[src/rtl/fpll_pkg.sv]
package fpll_pkg;

    // control word bit positions (decoded by the PLL)
    localparam int CB_PU  = 0;
    localparam int CB_OE  = 1;
    localparam int CB_BYP = 2;

    // register field positions (decoded by the PLL)
    localparam int MFI_LSB  = 16;
    localparam int RDIV_LSB = 13;
    localparam int ODIV_LSB = 0;
    localparam int NUM_LSB  = 2;
    localparam int DEN_LSB  = 0;
    localparam int STAT_LOCK = 0;

    typedef enum logic [3:0] {
        S_IDLE,
        S_R_OUTOFF,
        S_R_PWROFF,
        S_R_BYPOFF,
        S_R_PROG,
        S_R_SETTLE,
        S_R_PWRON,
        S_R_LOCK,
        S_R_OUTON,
        S_R_CHECK,
        S_P_BYPON,
        S_P_PWRON,
        S_P_OUTON,
        S_P_LOCK,
        S_P_BYPOFF
    } seq_state_e;

    typedef enum logic [1:0] {
        OP_NONE,
        OP_REPROG,
        OP_PREP,
        OP_UNPREP
    } op_kind_e;

endpackage

[src/rtl/fpll_field_pack.sv]
module fpll_field_pack #(
    parameter int REG_W  = 32,
    parameter int MFI_W  = 9,
    parameter int RDIV_W = 3,
    parameter int ODIV_W = 8,
    parameter int MFN_W  = 30,
    parameter int MFD_W  = 30
) (
    input  logic [MFI_W-1:0]  mfi,
    input  logic [RDIV_W-1:0] rdiv,
    input  logic [ODIV_W-1:0] odiv,
    input  logic [MFN_W-1:0]  mfn,
    input  logic [MFD_W-1:0]  mfd,
    output logic [REG_W-1:0]  div_word,
    output logic [REG_W-1:0]  num_word,
    output logic [REG_W-1:0]  den_word
);
    import fpll_pkg::*;

    always_comb begin
        div_word = '0;
        div_word[MFI_LSB  +: MFI_W]  = mfi;
        div_word[RDIV_LSB +: RDIV_W] = rdiv;
        div_word[ODIV_LSB +: ODIV_W] = odiv;
        num_word = '0;
        num_word[NUM_LSB +: MFN_W] = mfn;
        den_word = '0;
        den_word[DEN_LSB +: MFD_W] = mfd;
    end

endmodule

[src/rtl/fpll_cycle_timer.sv]
module fpll_cycle_timer #(
    parameter int CNT_W = 16
) (
    input  logic             clk,
    input  logic             rst_n,
    input  logic             load,
    input  logic [CNT_W-1:0] load_val,
    output logic             expired
);
    logic [CNT_W-1:0] cnt_d, cnt_q;

    always_comb begin
        cnt_d = cnt_q;
        if (load)
            cnt_d = load_val;
        else if (cnt_q != '0)
            cnt_d = cnt_q - 1'b1;
    end

    always_ff @(posedge clk or negedge rst_n) begin
        if (!rst_n) cnt_q <= '0;
        else        cnt_q <= cnt_d;
    end

    assign expired = (cnt_q == '0);

endmodule

[src/rtl/fpll_seq_core.sv]
module fpll_seq_core #(
    parameter int REG_W      = 32,
    parameter int MFN_W      = 30,
    parameter int CNT_W      = 16,
    parameter int SETTLE_CYC = 625,
    parameter int LOCK_CYC   = 25000
) (
    input  logic             clk,
    input  logic             rst_n,
    input  logic             cmd_reprog,
    input  logic             cmd_prepare,
    input  logic             cmd_unprepare,
    input  logic [REG_W-1:0] new_div,
    input  logic [REG_W-1:0] new_num,
    input  logic [REG_W-1:0] new_den,
    input  logic [MFN_W-1:0] new_mfn,
    input  logic [REG_W-1:0] status,
    input  logic             tmr_expired,
    output logic             tmr_load,
    output logic [CNT_W-1:0] tmr_val,
    output logic [2:0]       ctrl,
    output logic [REG_W-1:0] div_word,
    output logic [REG_W-1:0] num_word,
    output logic [REG_W-1:0] den_word,
    output logic             busy,
    output logic             done,
    output logic             timeout_err,
    output logic             mismatch
);
    import fpll_pkg::*;

    typedef struct packed {
        seq_state_e       st;
        op_kind_e         op;
        logic [2:0]       ctrl;
        logic [REG_W-1:0] div;
        logic [REG_W-1:0] num;
        logic [REG_W-1:0] den;
        logic [REG_W-1:0] div_req;
        logic [REG_W-1:0] num_req;
        logic [REG_W-1:0] den_req;
        logic [MFN_W-1:0] mfn_req;
        logic             lock_seen;
        logic             done;
        logic             err;
        logic             mm;
    } core_s;

    localparam logic [CNT_W-1:0] SETTLE_LD = CNT_W'(SETTLE_CYC);
    localparam logic [CNT_W-1:0] LOCK_LD   = CNT_W'(LOCK_CYC);

    core_s q, d;
    logic  locked;
    logic  rb_differs;

    assign locked     = status[STAT_LOCK];
    assign rb_differs = (status[NUM_LSB +: MFN_W] != q.mfn_req);

    always_comb begin
        d        = q;
        d.done   = 1'b0;
        tmr_load = 1'b0;
        tmr_val  = '0;
        case (q.st)
            S_IDLE: begin
                if (cmd_reprog || cmd_prepare || cmd_unprepare) begin
                    d.err       = 1'b0;
                    d.mm        = 1'b0;
                    d.lock_seen = 1'b0;
                end
                if (cmd_reprog) begin
                    d.op      = OP_REPROG;
                    d.div_req = new_div;
                    d.num_req = new_num;
                    d.den_req = new_den;
                    d.mfn_req = new_mfn;
                    d.st      = S_R_OUTOFF;
                end else if (cmd_prepare) begin
                    d.op = OP_PREP;
                    if (q.ctrl[CB_PU]) d.done = 1'b1;
                    else               d.st   = S_P_BYPON;
                end else if (cmd_unprepare) begin
                    d.op           = OP_UNPREP;
                    d.ctrl[CB_PU]  = 1'b0;
                    d.done         = 1'b1;
                end
            end
            S_R_OUTOFF: begin
                d.ctrl[CB_OE] = 1'b0;
                d.st          = S_R_PWROFF;
            end
            S_R_PWROFF: begin
                d.ctrl[CB_PU] = 1'b0;
                d.st          = S_R_BYPOFF;
            end
            S_R_BYPOFF: begin
                d.ctrl[CB_BYP] = 1'b0;
                d.st           = S_R_PROG;
            end
            S_R_PROG: begin
                d.div    = q.div_req;
                d.num    = q.num_req;
                d.den    = q.den_req;
                tmr_load = 1'b1;
                tmr_val  = SETTLE_LD;
                d.st     = S_R_SETTLE;
            end
            S_R_SETTLE: begin
                if (tmr_expired) d.st = S_R_PWRON;
            end
            S_R_PWRON: begin
                d.ctrl[CB_PU] = 1'b1;
                tmr_load      = 1'b1;
                tmr_val       = LOCK_LD;
                d.st          = S_R_LOCK;
            end
            S_R_LOCK: begin
                if (locked) begin
                    d.lock_seen = 1'b1;
                    d.st        = S_R_OUTON;
                end else if (tmr_expired) begin
                    d.err  = 1'b1;
                    d.done = 1'b1;
                    d.st   = S_IDLE;
                end
            end
            S_R_OUTON: begin
                d.ctrl[CB_OE] = 1'b1;
                d.st          = S_R_CHECK;
            end
            S_R_CHECK: begin
                d.mm   = rb_differs;
                d.done = 1'b1;
                d.st   = S_IDLE;
            end
            S_P_BYPON: begin
                d.ctrl[CB_BYP] = 1'b1;
                d.st           = S_P_PWRON;
            end
            S_P_PWRON: begin
                d.ctrl[CB_PU] = 1'b1;
                d.st          = S_P_OUTON;
            end
            S_P_OUTON: begin
                d.ctrl[CB_OE] = 1'b1;
                tmr_load      = 1'b1;
                tmr_val       = LOCK_LD;
                d.st          = S_P_LOCK;
            end
            S_P_LOCK: begin
                if (locked) begin
                    d.lock_seen = 1'b1;
                    d.st        = S_P_BYPOFF;
                end else if (tmr_expired) begin
                    d.err  = 1'b1;
                    d.done = 1'b1;
                    d.st   = S_IDLE;
                end
            end
            S_P_BYPOFF: begin
                d.ctrl[CB_BYP] = 1'b0;
                d.done         = 1'b1;
                d.st           = S_IDLE;
            end
            default: d.st = S_IDLE;
        endcase
    end

    always_ff @(posedge clk or negedge rst_n) begin
        if (!rst_n) begin
            q <= '{st: S_IDLE, op: OP_NONE, default: '0};
        end else begin
            q <= d;
        end
    end

    assign ctrl        = q.ctrl;
    assign div_word    = q.div;
    assign num_word    = q.num;
    assign den_word    = q.den;
    assign busy        = (q.st != S_IDLE);
    assign done        = q.done;
    assign timeout_err = q.err;
    assign mismatch    = q.mm;

    // never more than one control bit moves per cycle
    a_r2_one_ctrl_bit: assert property (@(posedge clk) disable iff (!rst_n)
        $countones(q.ctrl ^ $past(q.ctrl)) <= 1);

    // output is already off when a reprogram removes power
    a_r2_oe_off_first: assert property (@(posedge clk) disable iff (!rst_n)
        (q.op == OP_REPROG && $fell(q.ctrl[CB_PU])) |-> !q.ctrl[CB_OE]);

    // programmed registers only move while powered down
    a_r3_regs_while_down: assert property (@(posedge clk) disable iff (!rst_n)
        !$stable(q.div) |-> !q.ctrl[CB_PU]);

    // reprogram enables the output only after lock was seen
    a_r5_oe_after_lock: assert property (@(posedge clk) disable iff (!rst_n)
        (q.op == OP_REPROG && $rose(q.ctrl[CB_OE])) |-> q.lock_seen);

    // a reprogram timeout leaves the output disabled
    a_r6_timeout_out_off: assert property (@(posedge clk) disable iff (!rst_n)
        (q.op == OP_REPROG && $rose(q.err)) |-> !q.ctrl[CB_OE]);

    // unprepare touches only power-up
    a_r10_unprep_pu_only: assert property (@(posedge clk) disable iff (!rst_n)
        (q.op == OP_UNPREP && q.done) |-> (!q.ctrl[CB_PU] && $stable(q.ctrl[CB_OE]) && $stable(q.ctrl[CB_BYP])));

    // latched request does not move while busy
    a_r11_hold_request: assert property (@(posedge clk) disable iff (!rst_n)
        busy |=> ($stable(q.div_req) && $stable(q.mfn_req)));

    // done is a single-cycle pulse
    a_r12_done_pulse: assert property (@(posedge clk) disable iff (!rst_n)
        q.done |=> !q.done);

endmodule

[src/rtl/fpll_reprog_seq.sv]
module fpll_reprog_seq #(
    parameter int CLK_MHZ   = 125,
    parameter int SETTLE_US = 5,
    parameter int LOCK_US   = 200,
    parameter int MFI_W     = 9,
    parameter int RDIV_W    = 3,
    parameter int ODIV_W    = 8,
    parameter int MFN_W     = 30,
    parameter int MFD_W     = 30
) (
    input  logic              clk,
    input  logic              rst_n,
    input  logic              req_reprog,
    input  logic              req_prepare,
    input  logic              req_unprepare,
    input  logic [MFI_W-1:0]  set_mfi,
    input  logic [MFN_W-1:0]  set_mfn,
    input  logic [MFD_W-1:0]  set_mfd,
    input  logic [RDIV_W-1:0] set_rdiv,
    input  logic [ODIV_W-1:0] set_odiv,
    input  logic [31:0]       pll_status,
    output logic [2:0]        pll_ctrl,
    output logic [31:0]       div_reg,
    output logic [31:0]       num_reg,
    output logic [31:0]       den_reg,
    output logic              busy,
    output logic              done,
    output logic              lock_timeout,
    output logic              mfn_mismatch
);
    localparam int REG_W      = 32;
    localparam int SETTLE_CYC = CLK_MHZ * SETTLE_US;
    localparam int LOCK_CYC   = CLK_MHZ * LOCK_US;
    localparam int MAX_CYC    = (SETTLE_CYC > LOCK_CYC) ? SETTLE_CYC : LOCK_CYC;
    localparam int CNT_W      = $clog2(MAX_CYC + 1);

    logic [REG_W-1:0] pk_div, pk_num, pk_den;
    logic             tmr_load, tmr_expired;
    logic [CNT_W-1:0] tmr_val;

    fpll_field_pack #(
        .REG_W(REG_W), .MFI_W(MFI_W), .RDIV_W(RDIV_W),
        .ODIV_W(ODIV_W), .MFN_W(MFN_W), .MFD_W(MFD_W)
    ) u_pack (
        .mfi(set_mfi), .rdiv(set_rdiv), .odiv(set_odiv),
        .mfn(set_mfn), .mfd(set_mfd),
        .div_word(pk_div), .num_word(pk_num), .den_word(pk_den)
    );

    fpll_cycle_timer #(.CNT_W(CNT_W)) u_timer (
        .clk(clk), .rst_n(rst_n),
        .load(tmr_load), .load_val(tmr_val), .expired(tmr_expired)
    );

    fpll_seq_core #(
        .REG_W(REG_W), .MFN_W(MFN_W), .CNT_W(CNT_W),
        .SETTLE_CYC(SETTLE_CYC), .LOCK_CYC(LOCK_CYC)
    ) u_core (
        .clk(clk), .rst_n(rst_n),
        .cmd_reprog(req_reprog), .cmd_prepare(req_prepare),
        .cmd_unprepare(req_unprepare),
        .new_div(pk_div), .new_num(pk_num), .new_den(pk_den),
        .new_mfn(set_mfn), .status(pll_status),
        .tmr_expired(tmr_expired), .tmr_load(tmr_load), .tmr_val(tmr_val),
        .ctrl(pll_ctrl), .div_word(div_reg), .num_word(num_reg),
        .den_word(den_reg), .busy(busy), .done(done),
        .timeout_err(lock_timeout), .mismatch(mfn_mismatch)
    );

endmodule

[config.mk]
export PLATFORM = sky130hd
export DESIGN_NAME = fpll_reprog_seq
export DESIGN_NICKNAME = d
export VERILOG_FILES = /design/src/rtl/fpll_pkg.sv /design/src/rtl/fpll_field_pack.sv /design/src/rtl/fpll_cycle_timer.sv /design/src/rtl/fpll_seq_core.sv /design/src/rtl/fpll_reprog_seq.sv
export SDC_FILE = /design/constraint.sdc
export NUM_CORES = 1
export LEC_CHECK = 0
export BUFFER_PORTS_ARGS = -buffer_cell sky130_fd_sc_hd__buf_4
export CORE_UTILIZATION = 45
export CTS_CLUSTER_SIZE = 8
export DETAILED_ROUTE_END_ITERATION = 8
export PLACE_DENSITY = 0.76
export SLEW_MARGIN = 10
export SYNTH_ARGS = -nofsm -noshare
export SYNTH_HDL_FRONTEND = slang
export SYNTH_HIERARCHICAL = 1
export SYNTH_SLANG_ARGS = --single-unit
[constraint.sdc]
create_clock -name clk -period 2.65 [get_ports clk]
set_clock_uncertainty 0.1 [all_clocks]
set_input_delay 0.53 -clock clk [delete_from_list [all_inputs] [get_ports clk]]
set_output_delay 0.53 -clock clk [all_outputs]
set_load 0.05 [all_outputs]
==> Word-level counts from Yosys, hierarchy flattened <==
Cells that the tools add are included.
{ "op_classes": {"addsub": 1, "eq_ne": 24, "n_reduce_logical": 24, "muxes": 30} }
{ "ops": {"columns": ["cell", "n"], "rows": [
  ["$pmux W4 S13", 1],
  ["$mux W15", 2],
  ["$ne A30 B30 Y1", 1],
  ["$pmux W15 S2", 1],
  ["$eq A4 B4 Y1 const B", 7],
  ["$mux W4", 6],
  ["$eq A4 B3 Y1 const B", 4],
  ["$logic_not A15 Y1", 1],
  ["$reduce_bool A15 Y1", 1],
  ["$sub A15 B1 Y15 const B", 1],
  ["$reduce_or A2 Y1", 6],
  ["$mux W2", 5],
  ["$ne A2 B2 Y1 const B", 5],
  ["$reduce_bool A2 Y1", 5],
  ["$eq A4 B2 Y1 const B", 2],
  ["$mux W1", 8],
  ["$pmux W1 S2", 4],
  ["$reduce_and A4 Y1", 2],
  ["$mux W6", 1],
  ["$ne A3 B3 Y1 const B", 2],
  ["$pmux W1 S3", 2],
  ["$eq A4 B1 Y1 const B", 1],
  ["$logic_not A4 Y1", 1],
  ["$ne A2 B1 Y1 const B", 2],
  ["other kinds (6)", 8]
]} }
{ "totals": {"output_inout_bits": 103, "elab_cells": 93, "input_bits": 117, "ff_bits": 185} }

==> Logic depth before layout (Yosys ltp) <==
{ "depth": {"ltp_word": 4, "mapped_depth": 8, "ltp_nobuf": 8} }

==> By module <==
Netlist, hierarchy kept.
{ "modules_own_cells": {"columns": ["module", "cells_per_inst", "area_each_um2", "seq_area_each_um2", "instances"], "rows": [
  ["fpll_seq_core", 724, 10326.2, 5805.6, 1],
  ["fpll_cycle_timer", 79, 829.5, 375.4, 1],
  ["fpll_field_pack", 97, 724.4, 0.0, 1]
]} }

==> Worst setup path after synthesis <==
No wires, ideal clock.
{ "synth_timing": {"path_type": "register -> register", "startpoint": "register u_timer.cnt_q[0]", "endpoint": "register u_core/q[231] (netlist bit)", "required_ns": 2.408, "setup_slack_ns": 0.092, "n_path_buf": 0, "setup_time_ns": 0.142, "arrival_ns": 2.317, "period_less_slack_ns": 2.558, "stages_incl_launch_ff": 9, "cell_sequence": "dfrtp_1 inv_1 ha_1 or4b_1 nor4b_4 inv_1 a31o_2 a22oi_1 o221ai_1"} }
{ "synth_via": {"elab_chain_cells": 4, "word_cells_on_any_way": 7, "cone_classes": "1 x eq/ne; 4 x mux; 2 x reduce/logical"} }
{ "synth_rtl": {"columns": ["element", "line_no", "text"], "rows": [
  ["start, declared", "fpll_cycle_timer.sv:10", "logic [CNT_W-1:0] cnt_d, cnt_q;"],
  ["start signal, assigned", "fpll_cycle_timer.sv:22", "else cnt_q <= cnt_d;"],
  ["$logic_not A15 Y1 *", "fpll_cycle_timer.sv:25", "assign expired = (cnt_q == '0);"],
  ["named net tmr_expired", "fpll_reprog_seq.sv:38", "logic tmr_load, tmr_expired;"],
  ["$mux W4", null, null],
  ["$mux W4, on equally long branches", null, null],
  ["$pmux W4 S13", null, null],
  ["end signal, assigned", "fpll_seq_core.sv:171", "q <= '{st: S_IDLE, op: OP_NONE, default: '0};"],
  ["end signal, assigned", "fpll_seq_core.sv:173", "q <= d;"],
  ["end, declared", "fpll_seq_core.sv:52", "core_s q, d;"]
]} }
The timed path passes the listed nets; every way through them passes the cells marked *.
A chain may end at the register's enable or synchronous reset.

==> Worst setup path after layout <==
Same ends and word-level chain as after synthesis.

==> flow_metrics.env <==
export IMPL_run_status="completed"
export IMPL_numPortBuffers=218
export IMPL_startpoint_type="flop"
export IMPL_syn_avg_cell_area_um2=13.20
export IMPL_drv_cap=0
export IMPL_synth_top_area_frac=0.5203
export IMPL_rows=59
export IMPL_cts_buffers_inserted=36
export IMPL_die_area_um2=27050
export IMPL_grt_pass1_wl_um=34390
export IMPL_crit_fanout=6
export IMPL_layout_common_cells="dfrtp_1, buf_4, mux2_2"
export IMPL_power_density_nw_per_um2=1440
export IMPL_firstDrtPassIters=4
export IMPL_layout_commonest_cell="dfrtp_1"
export IMPL_via_per_inst=4.894
export IMPL_drc_errors=0
export IMPL_avgRoutedWirePerCell_um=16.69
export IMPL_synth_cell_types=53
export IMPL_critPathKind="reg -> reg"
export IMPL_yosys_most_used_dff="dfrtp_1"
export IMPL_timing_fmax_ghz=0.3972
export IMPL_layout_nets=1070
export IMPL_gr_total_overflow=0
export IMPL_htree_levels=2
export IMPL_area_delta_synth_final_pct=13.42
export IMPL_root_buffer="clkbuf_16"
export IMPL_synth_area_leaders="dfrtp_1, mux2_2, buf_4"
export IMPL_fp_coreArea_um2=25980
export IMPL_dp_hpwl_um=14450
export IMPL_die_h_um=164.5
export IMPL_ioPinCount=220
export IMPL_p_leak_nw=6.310
export IMPL_yosys_warnings=6
export IMPL_peakVddDrop_v=0.0008327
export IMPL_synthesis_instances=900
export IMPL_antenna_cells=0
export IMPL_end_kind="flop"
export IMPL_grt_max_degree=66
export IMPL_synth_edf_count=0
export IMPL_finalSetupTns_ns=0
export IMPL_ys_seq_elements=247
export IMPL_rsz0062_at_grt="no"
export IMPL_synthArstFlopShare=1.000
export IMPL_netlist_top_cell_by_area="dfrtp_1"
export IMPL_clock_path_buffers=3
export IMPL_gp_congestion=0.8164
export IMPL_drt_total_wl_um=21510
export IMPL_initialDrtViolationCount=235
export IMPL_antenna_found_initial=0
export IMPL_netlist_area_um2=11880
export IMPL_finalHoldWorstSlack_ns=0.1594
export IMPL_clkTransAtPathRegs_ns=0.05
export IMPL_num_vias=6308
export IMPL_numPlacedInstances=1247
export IMPL_setup_viol=0
export IMPL_hold_viol=0
export IMPL_hold_class="in -> reg"
export IMPL_drv_slew=0
export IMPL_die_w_um=164.5
export IMPL_max_slew_margin=0.6119
export IMPL_grt_pass1_vias=6549
export IMPL_fin_crit_ns=2.518
export IMPL_seq_area_frac_synth=0.5203
export IMPL_initial_utilization=0.4572
export IMPL_worst_ep_arrival_time_ns=2.77
export IMPL_finalCritPeriodShare=0.9501
export IMPL_clk_latency_ns=0.50
export IMPL_track_usage=0.1608
export IMPL_worstPathRequired_ns=2.91
export IMPL_detail_route_antenna_nets=0
export IMPL_cts_tree="built"
export IMPL_drive_above_1_share=0.5335
export IMPL_clkSinkCount=247
export IMPL_layout_cells_non_filler=1289
export IMPL_tightest_slew_ns=0.5768
==> metrics by stage <==
stage,cell area [um^2],utilization,power [W],setup WS [ns]
floorplan,11950,-,0.01429,0.09174
global placement,12490,0.4805,0.01523,0.1848
detailed placement,12490,0.4805,0.01549,0.1733
CTS,13470,0.5182,0.01964,0.1075
global route,13470,0.5185,0.02046,0.02778
finish,13470,0.5185,0.01940,0.1322
==> kinds of logic after synthesis <==
logic type	share of synthesized area
buffers and inverters	0.1521
DFF	0.5203
AOI/OAI and AO/OA	0.03086
muxes	0.2257
xor gates and xnor gates	0.03096
adders and majority gates	0.001053
and+or+nand+nor	0.03844
other	0.0006321
==> worst max-delay path, stage by stage (launching register included) <==
cell	delay (ns)
dfrtp_1	0.38
inv_1	0.09
ha_1	0.20
or4b_1	0.51
nor4b_4	0.32
buf_4	0.20
inv_1	0.06
a31o_2	0.20
a22oi_1	0.14
o221ai_1	0.15
==> path summary, 6_finish.rpt <==
kind | startpoint | end | slack (ns) | cells past startpoint
worst min register to register | u_core/q[82] | u_core/num_word[16] | 0.39 | 1
worst max-delay path | u_timer/cnt_q[0] | u_core/q[231] | 0.13 | 9
max in group asynchronous | rst_n | u_core/q[58] | 1.22 | 3
worst max register to register | u_timer/cnt_q[0] | u_core/q[231] | 0.13 | 9
min in group asynchronous | rst_n | u_core/den_word[26] | 0.49 | 2
worst min-delay path | set_mfd[8] | u_core/q[42] | 0.16 | 2
==> state kept, by name (all words and copies together) (netlist names) <==
signal and flops:
u_core/q 130, u_core/den_word 32, u_core/div_word 32, u_core/num_word 32, u_timer/cnt_q 15, u_core/ctrl 3
u_core/done 1, u_core/mismatch 1, u_core/timeout_err 1
==> what timing repair did <==
item,4_1_cts,5_1_grt
buffers inserted,0,1
gates resized for setup,0,0
setup endpoints to repair,0,3
hold endpoints to repair,60,0
hold buffers,1,0
==> Yosys cell counts (all sizes together) (8+ instances only) <==
cell type  number
a21oi          10
a22o            8
buf           237
clkbuf          8
dfrtp         247
mux2          223
nand2          13
nor2           17
nor3           11
o21ai          13
xnor2          32
xor2           10
==> layer usage <==
metal,up-vias,GRT usage,routed length (um)
met3,39,0.05475,1789
met1,3165,0.2010,8982
li1,2938,-,-
met5,-,0,0
met2,166,0.2578,10280
met4,0,0.05880,457
==> final cells by class <==
cell class,instances,area (um^2)
Fill cell,2201,12510
Sequential cell,247,6181
Multi-Input combinational cell,420,3978
Timing Repair Buffer,240,1899
Clock buffer,39,954.7
Tap cell,335,419.2
Inverter,7,26.28
Clock inverter,1,16.27
==> power breakdown <==
part           internal (W)  leakage (nW)  switching (W)
logic               0.00377          2.84        0.00487
clock network       0.00251         0.476        0.00153
registers           0.00568          2.99        0.00105
(Power assumes the default switching activity.)
